## src/rtl/evc_pkg.sv

```systemverilog
package evc_pkg;
  typedef enum logic [1:0] {
    OP_AND_MASK   = 2'd0,
    OP_OR_MASK    = 2'd1,
    OP_INT_MASK   = 2'd2,
    OP_PROG_GROUP = 2'd3
  } evc_op_e;
endpackage

```

## src/rtl/evc_cfg_regs.sv

```systemverilog
module evc_cfg_regs
  import evc_pkg::*;
#(
  parameter int N_EVT = 8,
  parameter int N_GRP = 4
) (
  input  logic                   clk,
  input  logic                   rst_n,
  input  logic                   cfg_wr,
  input  logic [1:0]             cfg_op,
  input  logic [N_EVT*N_GRP-1:0] cfg_data,
  output logic [N_EVT*N_GRP-1:0] and_mask_o,
  output logic [N_EVT*N_GRP-1:0] or_mask_o,
  output logic [N_GRP-1:0]       and_imask_o,
  output logic [N_GRP-1:0]       or_imask_o
);
  localparam int MASK_W = N_EVT * N_GRP;
  localparam int GIW    = (N_GRP > 1) ? $clog2(N_GRP) : 1;
  localparam int FAM_B  = N_EVT + GIW;
  localparam int IEN_B  = N_EVT + GIW + 1;

  logic [MASK_W-1:0] and_mask_q, and_mask_d;
  logic [MASK_W-1:0] or_mask_q,  or_mask_d;
  logic [N_GRP-1:0]  and_imask_q, and_imask_d;
  logic [N_GRP-1:0]  or_imask_q,  or_imask_d;

  evc_op_e          op;
  logic [N_EVT-1:0] prog_members;
  logic [GIW-1:0]   prog_grp;
  logic             prog_is_or;
  logic             prog_int_en;

  assign op           = evc_op_e'(cfg_op);
  assign prog_members = cfg_data[N_EVT-1:0];
  assign prog_grp     = cfg_data[N_EVT +: GIW];
  assign prog_is_or   = cfg_data[FAM_B];
  assign prog_int_en  = cfg_data[IEN_B];

  // next-state
  always_comb begin
    and_mask_d  = and_mask_q;
    or_mask_d   = or_mask_q;
    and_imask_d = and_imask_q;
    or_imask_d  = or_imask_q;
    if (cfg_wr) begin
      unique case (op)
        OP_AND_MASK: and_mask_d = cfg_data;
        OP_OR_MASK:  or_mask_d  = cfg_data;
        OP_INT_MASK: begin
          and_imask_d = cfg_data[N_GRP-1:0];
          or_imask_d  = cfg_data[N_GRP +: N_GRP];
        end
        OP_PROG_GROUP: begin
          for (int g = 0; g < N_GRP; g++) begin
            if (prog_grp == GIW'(g)) begin
              if (prog_is_or) begin
                or_mask_d[g*N_EVT +: N_EVT] = ~prog_members;
                or_imask_d[g]               = ~prog_int_en;
              end else begin
                and_mask_d[g*N_EVT +: N_EVT] = ~prog_members;
                and_imask_d[g]               = ~prog_int_en;
              end
            end
          end
        end
        default: ;
      endcase
    end
  end

  // registers
  always_ff @(posedge clk or negedge rst_n) begin
    if (!rst_n) begin
      and_mask_q  <= '1;
      or_mask_q   <= '1;
      and_imask_q <= '1;
      or_imask_q  <= '1;
    end else if (cfg_wr) begin
      and_mask_q  <= and_mask_d;
      or_mask_q   <= or_mask_d;
      and_imask_q <= and_imask_d;
      or_imask_q  <= or_imask_d;
    end
  end

  assign and_mask_o  = and_mask_q;
  assign or_mask_o   = or_mask_q;
  assign and_imask_o = and_imask_q;
  assign or_imask_o  = or_imask_q;

  // R6 whole-register loads
  a_r6_and_load: assert property (@(posedge clk) disable iff (!rst_n)
    (cfg_wr && cfg_op == 2'd0) |=> (and_mask_o == $past(cfg_data)));
  a_r6_or_load: assert property (@(posedge clk) disable iff (!rst_n)
    (cfg_wr && cfg_op == 2'd1) |=> (or_mask_o == $past(cfg_data)));
  // R7 single-group program: field inverted, other family untouched
  a_r7_prog_and_field: assert property (@(posedge clk) disable iff (!rst_n)
    (cfg_wr && cfg_op == 2'd3 && !cfg_data[FAM_B]) |=>
      (and_mask_o[$past(cfg_data[N_EVT +: GIW])*N_EVT +: N_EVT] == ~$past(cfg_data[N_EVT-1:0])));
  a_r7_prog_keeps_or: assert property (@(posedge clk) disable iff (!rst_n)
    (cfg_wr && cfg_op == 2'd3 && !cfg_data[FAM_B]) |=> $stable(or_mask_o));
  a_r7_prog_keeps_and: assert property (@(posedge clk) disable iff (!rst_n)
    (cfg_wr && cfg_op == 2'd3 && cfg_data[FAM_B]) |=> $stable(and_mask_o));
  // R9 program command sets the group's interrupt enable
  a_r9_prog_or_int: assert property (@(posedge clk) disable iff (!rst_n)
    (cfg_wr && cfg_op == 2'd3 && cfg_data[FAM_B]) |=>
      (or_imask_o[$past(cfg_data[N_EVT +: GIW])] == !$past(cfg_data[IEN_B])));
  // no write, no change
  a_r6_hold: assert property (@(posedge clk) disable iff (!rst_n)
    !cfg_wr |=> ($stable(and_mask_o) && $stable(or_mask_o) &&
                 $stable(and_imask_o) && $stable(or_imask_o)));
endmodule

```

## src/rtl/evc_group.sv

```systemverilog
module evc_group #(
  parameter int N_EVT  = 8,
  parameter bit IS_AND = 1'b1
) (
  input  logic [N_EVT-1:0] evt,
  input  logic [N_EVT-1:0] field,
  output logic             hit
);
  logic [N_EVT-1:0] members;
  assign members = ~field;

  generate
    if (IS_AND) begin : g_and
      always_comb hit = (|members) && ((evt & members) == members);
    end else begin : g_or
      always_comb hit = |(evt & members);
    end
  endgenerate
endmodule

```

## src/rtl/evt_combiner.sv

```systemverilog
module evt_combiner #(
  parameter int N_EVT = 8,
  parameter int N_GRP = 4
) (
  input  logic                   clk,
  input  logic                   rst_n,
  input  logic [N_EVT-1:0]       evt_in,
  input  logic                   cfg_wr,
  input  logic [1:0]             cfg_op,
  input  logic [N_EVT*N_GRP-1:0] cfg_data,
  output logic [N_GRP-1:0]       and_out,
  output logic [N_GRP-1:0]       or_out,
  output logic                   irq
);
  localparam int MASK_W = N_EVT * N_GRP;

  logic [MASK_W-1:0] and_mask, or_mask;
  logic [N_GRP-1:0]  and_imask, or_imask;
  logic [N_GRP-1:0]  and_hit, or_hit;
  logic [N_GRP-1:0]  and_q, or_q;
  logic              irq_q, irq_d;

  evc_cfg_regs #(.N_EVT(N_EVT), .N_GRP(N_GRP)) u_regs (
    .clk         (clk),
    .rst_n       (rst_n),
    .cfg_wr      (cfg_wr),
    .cfg_op      (cfg_op),
    .cfg_data    (cfg_data),
    .and_mask_o  (and_mask),
    .or_mask_o   (or_mask),
    .and_imask_o (and_imask),
    .or_imask_o  (or_imask)
  );

  for (genvar g = 0; g < N_GRP; g++) begin : g_grp
    evc_group #(.N_EVT(N_EVT), .IS_AND(1'b1)) u_and (
      .evt   (evt_in),
      .field (and_mask[g*N_EVT +: N_EVT]),
      .hit   (and_hit[g])
    );
    evc_group #(.N_EVT(N_EVT), .IS_AND(1'b0)) u_or (
      .evt   (evt_in),
      .field (or_mask[g*N_EVT +: N_EVT]),
      .hit   (or_hit[g])
    );

    // R3 empty AND group stays low
    a_r3_empty_and: assert property (@(posedge clk) disable iff (!rst_n)
      (and_mask[g*N_EVT +: N_EVT] == '1) |=> !and_out[g]);
    // R2 all members high raises the AND group
    a_r2_and_full: assert property (@(posedge clk) disable iff (!rst_n)
      ((and_mask[g*N_EVT +: N_EVT] != '1) &&
       ((evt_in | and_mask[g*N_EVT +: N_EVT]) == '1)) |=> and_out[g]);
    // R4 any member high raises the OR group
    a_r4_or_any: assert property (@(posedge clk) disable iff (!rst_n)
      (|(evt_in & ~or_mask[g*N_EVT +: N_EVT])) |=> or_out[g]);
    a_r4_or_none: assert property (@(posedge clk) disable iff (!rst_n)
      !(|(evt_in & ~or_mask[g*N_EVT +: N_EVT])) |=> !or_out[g]);
  end

  // next-state
  always_comb begin
    irq_d = |((and_hit & ~and_imask) | (or_hit & ~or_imask));
  end

  // registers
  always_ff @(posedge clk or negedge rst_n) begin
    if (!rst_n) begin
      and_q <= '0;
      or_q  <= '0;
      irq_q <= 1'b0;
    end else begin
      and_q <= and_hit;
      or_q  <= or_hit;
      irq_q <= irq_d;
    end
  end

  assign and_out = and_q;
  assign or_out  = or_q;
  assign irq     = irq_q;

  // R8 interrupt follows enabled registered outputs
  a_r8_irq_match: assert property (@(posedge clk) disable iff (!rst_n)
    1'b1 |=> (irq == |((and_out & ~$past(and_imask)) | (or_out & ~$past(or_imask)))));
  // R1 reset state
  always_comb begin
    if (!rst_n) begin
      a_r1_reset_quiet: assert (and_out == '0 && or_out == '0 && !irq);
    end
  end
endmodule

```

## config.mk

```make
export PLATFORM = sky130hd
export DESIGN_NAME = evt_combiner
export DESIGN_NICKNAME = d
export VERILOG_FILES = /design/src/rtl/evc_pkg.sv /design/src/rtl/evc_cfg_regs.sv /design/src/rtl/evc_group.sv /design/src/rtl/evt_combiner.sv
export SDC_FILE = /design/constraint.sdc
export NUM_CORES = 1
export LEC_CHECK = 0
export BUFFER_PORTS_ARGS = -buffer_cell sky130_fd_sc_hd__buf_2
export CAP_MARGIN = 15
export CORE_MARGIN = 3
export CORE_UTILIZATION = 47
export CTS_BUF_LIST = sky130_fd_sc_hd__clkbuf_4
export DETAILED_ROUTE_END_ITERATION = 7
export GPL_TIMING_DRIVEN = 1
export PLACE_DENSITY_LB_ADDON = 0.05
export SLEW_MARGIN = 20
export SYNTH_ARGS = -nofsm -noshare
export SYNTH_HDL_FRONTEND = slang
export SYNTH_SLANG_ARGS = --single-unit
```

## constraint.sdc

```tcl
create_clock -name clk -period 3.15 [get_ports clk]
set_input_delay 0.63 -clock clk [delete_from_list [all_inputs] [get_ports clk]]
set_output_delay 0.63 -clock clk [all_outputs]
set_load 0.005 [all_outputs]
```

==> impl_metrics.ini, run 1 <==
[placed_design]
post-place-ws_ps = 867.3
gp_congestion = 0.9263
dpl.hpwl_um = 8673
port_buffers = 53

[synthesis]
syn_area_mm2 = 0.003812
synthCells = 394
syn_area_per_cell_um2 = 9.676
synth_warnings = 0
synth-seq-area-share_pct = 55.53
syn_nets = 439
yosys.cell_types.count = 36
synth_seq_cells = 81

[cts]
clk_pin_slew_ps = 140
clock-root-buffer = clkbuf_4
cts_inserted_buffers = 9
clock_path_buffers = 2
clock-sinks = 81
cts_resized = 0
worstSkewPairLatency_ps = 430
cts_tree = done
post_cts_buffers = 0
postCtsHoldBufs = 0
cts-htree-levels = 3

[setup_path]
crit_chain = buf_2, nand2_1, o21ai_2, nand2b_2, nand2_1, o21ai_0
cp_data_required_time_ps = 3510
worst-path-buf-inv = 1
endpoint_kind = register
cp-start-kind = input port
critical_path_class = in -> reg
crit_arrival_ps = 2220
cpMostUsedCell = nand2_1
path_delay_family = simple AND/OR/NAND/NOR gates
slowest_stage = o21ai_2
cp_max_fo = 18
slowest_delay_ps = 510

[detailed_routing]
drt_iter0_markers = 295
firstDrtPassIters = 7
remaining_drc_errors = 0
vias = 3234
wl_um = 11440
ant_nets = 0
viasPerCell = 5.827
wire_per_inst_um = 20.61

[layout]
layout_commonest_cell = dfstp_2
layout_common_cells = 72 x dfstp_2, 71 x nand2_1, 52 x buf_2, 49 x o21ai_1, 30 x o21ai_0
multi_input_area_mm2 = 0.001558
drive_gt1_share_pct = 37.31
diodes = 0
num-nets-final = 493
nFillCells = 729
syn2layout_area_growth_pct = 12.73
ff_latch_area_mm2 = 0.002117

[pwr]
swShare_pct = 31.89
leakage_nw = 1.737
cellInternalPower_mw = 1.810
p_clk_share_pct = 24.2
powerDensity_mw_per_mm2 = 618.5
pwr-share-comb_pct = 17.2
peakVddDrop_mv = 0.2969
power_frac_seq_pct = 58.6
p_switching_mw = 0.8477

[timing]
tns_ps = 0
setup_viol = 0
finalWorstSetupSlack_ps = 1286
final_hold_viol_count = 0
rsz0062_at_grt = no
slew_viol_final = 0
fin_crit_sh_pct = 59.16
tightest_slew_ps = 904.0
max_freq_ghz = 0.5366
finalCriticalPeriod_ps = 1864
skew_ps = 21.07
maxSlewHeadroom_pct = 39.74

[grt]
grt_pass1_vias = 2971
grt_max_degree = 74
overflow = 0
antenna_found_initial = 0
gr-usage-all-layers_pct = 26.37
grt_pass1_wl_um = 17450

[hold_path]
hold_path_class = in -> async

[floorplanning]
die_x_um = 96.07
coreArea_mm2 = 0.007807
rows = 32
initial_core_util_pct = 48.83
dieArea_mm2 = 0.009228
die_h_um = 96.07
ios = 54

[run]
drv_cap = 0

[status]
status = finished clean
metrics by stage:
step                      utilization [%]  power, mW  area (um^2)  hold WS, ps  cells
after floorplan                         -      1.784         3812        334.4    394
after global placement              53.24      2.017         4156        464.4    539
after detailed placement            53.24      2.026         4156        466.4    539
after CTS                           55.05      2.661         4298        347.4    555
after global routing                55.05      2.803         4298        351.1    555
final                               55.05      2.658         4298        313.4    555
final timing paths:
| kind | startpoint | endpoint | slack, ps | depth (start not counted) |
|---|---|---|---|---|
| worst max register to register | u_regs.and_mask_o[14]$_DFFE_PN1P_ | irq$_DFF_PN0_ | 1360 | 5 |
| max in group asynchronous | rst_n | u_regs.or_mask_o[4]$_DFFE_PN1P_ | 2100 | 2 |
| worst max-delay path | cfg_op[1] | u_regs.or_mask_o[20]$_DFFE_PN1P_ | 1290 | 6 |
| worst min register to register | u_regs.or_mask_o[4]$_DFFE_PN1P_ | u_regs.or_mask_o[4]$_DFFE_PN1P_ | 480 | 2 |
| min in group clk | cfg_data[13] | u_regs.and_mask_o[13]$_DFFE_PN1P_ | 480 | 3 |
| worst min-delay path | rst_n | and_out[1]$_DFF_PN0_ | 310 | 1 |
logic make-up (layout without fill, tap and decap cells):
family                    Yosys count  in the layout  share of synthesized area [%]
AOI/OAI and AO/OA                 156            156                          24.16
xor gates and xnor gates            8              8                          1.838
buffers and inverters              29             88                          3.610
DFF                                81             81                          55.53
and+or+nand+nor                   120            120                          14.87
cell type report:
type	count	share of cell area, %
flip-flops and latches	81	49.26
inverters	15	1.310
well taps	102	2.969
repair buffers	57	6.929
clock buffers	10	1.747
multi-input cells	284	36.24
clock inverters	6	1.543
worst register-to-register path, delay by kind of cell, from the launching register on:
family             cells  cell delay, ps
and+or+nand+nor        4             510
DFF                    1             610
AOI/OAI and AO/OA      1             540
power groups by stage:
| stage | registers (mW) | logic [mW] | clock network [mW] |
|---|---|---|---|
| finish | 1.56 | 0.457 | 0.643 |
| global route | 1.57 | 0.520 | 0.710 |
| CTS | 1.55 | 0.457 | 0.652 |
| detailed placement | 1.57 | 0.457 | 0 |
| global placement | 1.57 | 0.446 | 0 |
| floorplan | 1.47 | 0.318 | 0 |
Yosys cell counts:
cell	instances	area share (%)
a2111oi_0	1	0.23
a21boi_2	1	0.30
a21oi_1	24	3.2
a21oi_2	1	0.23
a22oi_1	2	0.39
and2_1	1	0.16
buf_1	2	0.20
buf_2	5	0.66
buf_4	6	1.2
clkbuf_1	1	0.098
dfrtp_1	9	5.9
dfstp_2	72	50
inv_1	8	0.79
inv_2	7	0.69
nand2_1	71	7.0
nand2_4	1	0.30
nand2b_2	1	0.23
nand2b_4	3	1.1
nand3_1	1	0.13
nand4_1	8	1.3
nor2_1	20	2.0
nor2b_1	2	0.33
nor4_1	3	0.49
nor4b_1	4	0.92
o211ai_2	2	0.66
o21ai_0	30	3.9
o21ai_1	49	6.4
o21ai_2	6	1.4
o21ai_4	1	0.43
o221ai_1	3	0.69
o22a_1	3	0.69
o22ai_1	26	4.3
o31ai_1	7	1.4
or2_2	1	0.16
or4_1	4	0.79
xnor2_1	8	1.8
layer usage:
metal  part of all wire, %  GRT usage [%]  routed length, um
met1                    47          39.64               5402
met2                    44          38.64               5085
met3                   6.3          5.473                725
met4                   2.0          6.754                227
met5                     0              0                  0
sequential cells by signal, indices dropped and copies added, names as in the netlist:
name                cells
u_regs.and_mask_o      32
u_regs.or_mask_o       32
and_out                 4
or_out                  4
u_regs.and_imask_o      4
u_regs.or_imask_o       4
irq                     1
(Power assumes the default switching activity.)
==> run 2: changes to the inputs <==
- clock period: 3.15 -> 1.6 ns (I/O delays scaled with it)
==> impl_metrics.ini, run 2 (same netlist as run 1, synthesis figures left out) <==
[floorplanning]
die_h_um = 96.07
initial_core_util_pct = 48.83
die_x_um = 96.07
dieArea_mm2 = 0.009228
ios = 54
coreArea_mm2 = 0.007807
rows = 32

[setup_path]
cp_data_required_time_ps = 1930
endpoint_kind = register
cpMostUsedCell = buf_4
slowest_delay_ps = 570
crit_chain = o22ai_2, or4_4, buf_4, buf_4
reg2reg_to = or_out[2]$_DFF_PN0_
rr_worst_depth = 4
reg2reg_from = u_regs.or_mask_o[19]$_DFFE_PN1P_
slowest_stage = dfstp_2
cp_max_fo = 2
critical_path_class = reg -> reg
r2r_setup_slack_ps = 30
cp-start-kind = register
crit_arrival_ps = 1900

[hold_path]
min_to = u_regs.or_mask_o[31]$_DFFE_PN1P_
hold_path_class = in -> reg
whs_path_depth = 3
hold_start = cfg_data[31]

[layout]
postLayoutCoreUtil_pct = 58.01
layout_common_cells = 72 x dfstp_2, 71 x nand2_1, 52 x buf_2, 49 x o21ai_1, 30 x o21ai_0
layout_commonest_cell = dfstp_2
ff_latch_area_mm2 = 0.002117
num-nets-final = 511
syn2layout_area_growth_pct = 18.81
nFillCells = 703
design_area_mm2 = 0.004529
multi_input_area_mm2 = 0.001619
drive_gt1_share_pct = 42.04
diodes = 0

[timing]
rsz0062_at_grt = yes
finalCriticalPeriod_ps = 1568
max_freq_ghz = 0.6378
setup_viol = 0
slew_viol_final = 0
hold_slack_ps = 170.7
maxSlewHeadroom_pct = 56.48
fin_crit_sh_pct = 97.99
tightest_slew_ps = 650.9
skew_ps = 15.16
final_hold_viol_count = 0

[grt]
antenna_found_initial = 0
overflow = 0
gr-usage-all-layers_pct = 25.77
grt_max_degree = 82
grt_pass1_vias = 3121
grt_pass1_wl_um = 17190

[placed_design]
port_buffers = 53
dpl.hpwl_um = 8457
gp_congestion = 0.9300
place_area_mm2 = 0.004314

[run]
drv_cap = 0

[detailed_routing]
firstDrtPassIters = 5
viasPerCell = 5.660
remaining_drc_errors = 0
drt_iter0_markers = 248
wire_per_inst_um = 19.66
ant_nets = 0
wl_um = 11260
vias = 3243

[status]
status = finished clean

[cts]
clk_pin_slew_ps = 140
worstSkewPairLatency_ps = 440
clock-root-buffer = clkbuf_4
clock-sinks = 81
cts-htree-levels = 3
cts_tree = done
clock_path_buffers = 2
cts_inserted_buffers = 9

[pwr]
powerDensity_mw_per_mm2 = 1154
leakage_nw = 1.844
peakVddDrop_mv = 0.5004
## run 2: critical path: cells and delay by family, from the launching register on
kind                   cells  cell delay, ps
and+or+nand+nor            1             550
DFF                        1             570
buffers and inverters      2             270
AOI/OAI and AO/OA          1              70
## run 2: through the flow
step	TNS (ps)	power (mW)	cells	setup slack (ps)
finish	0	5.227	573	32.22
detailed placement	-47.73	4.009	555	-41.98
global route	-23.78	5.521	573	-23.78
floorplan	0	3.512	394	109.1
CTS	0	5.222	572	0.6621
global placement	-20.88	3.984	555	-20.88
## run 2: per-layer routing
| layer | up-vias | GRT usage, % | share of wire [%] |
|---|---|---|---|
| li1 | 1559 | - | - |
| met1 | 1533 | 36.65 | 44 |
| met2 | 125 | 38.82 | 47 |
| met3 | 26 | 3.987 | 6.1 |
| met4 | 0 | 11.37 | 3.3 |
| met5 | - | 0 | 0 |
## run 2: timing repair
item	CTS	global route
hold buffers	1	0
buffers inserted	0	1
resized for setup	1	13
endpoints found under the setup margin	1	1
hold endpoints to repair	9	0
pin swaps	2	3
## run 2: power breakdown
| group | total [mW] | leakage (nW) | internal (mW) | switching (mW) |
|---|---|---|---|---|
| combinational | 1.01 | 0.917 | 0.434 | 0.573 |
| sequential | 3.01 | 0.854 | 2.69 | 0.320 |
| clock | 1.21 | 0.0737 | 0.474 | 0.732 |
| total | 5.23 | 1.84 | 3.60 | 1.63 |
## run 2: area by class of cell
| type | instances | share of cell area, % |
|---|---|---|
| repair buffers | 75 | 10.44 |
| clock buffers | 9 | 1.492 |
| clock inverters | 7 | 1.519 |
| well taps | 102 | 2.818 |
| inverters | 15 | 1.243 |
| multi-input cells | 284 | 35.75 |
| flip-flops and latches | 81 | 46.74 |
## run 2: worst max path at each step
stage / from / to / slack, ps / depth (start not counted)
after global placement: evt_in[2] / irq$_DFF_PN0_ / -20 / 6
after detailed placement: evt_in[2] / irq$_DFF_PN0_ / -40 / 6
after floorplan: u_regs.or_mask_o[14]$_DFFE_PN1P_ / irq$_DFF_PN0_ / 110 / 4
after global routing: u_regs.or_mask_o[19]$_DFFE_PN1P_ / irq$_DFF_PN0_ / -20 / 4
after CTS: u_regs.or_mask_o[31]$_DFFE_PN1P_ / irq$_DFF_PN0_ / 0.7 / 4
final: u_regs.or_mask_o[19]$_DFFE_PN1P_ / or_out[2]$_DFF_PN0_ / 30 / 4
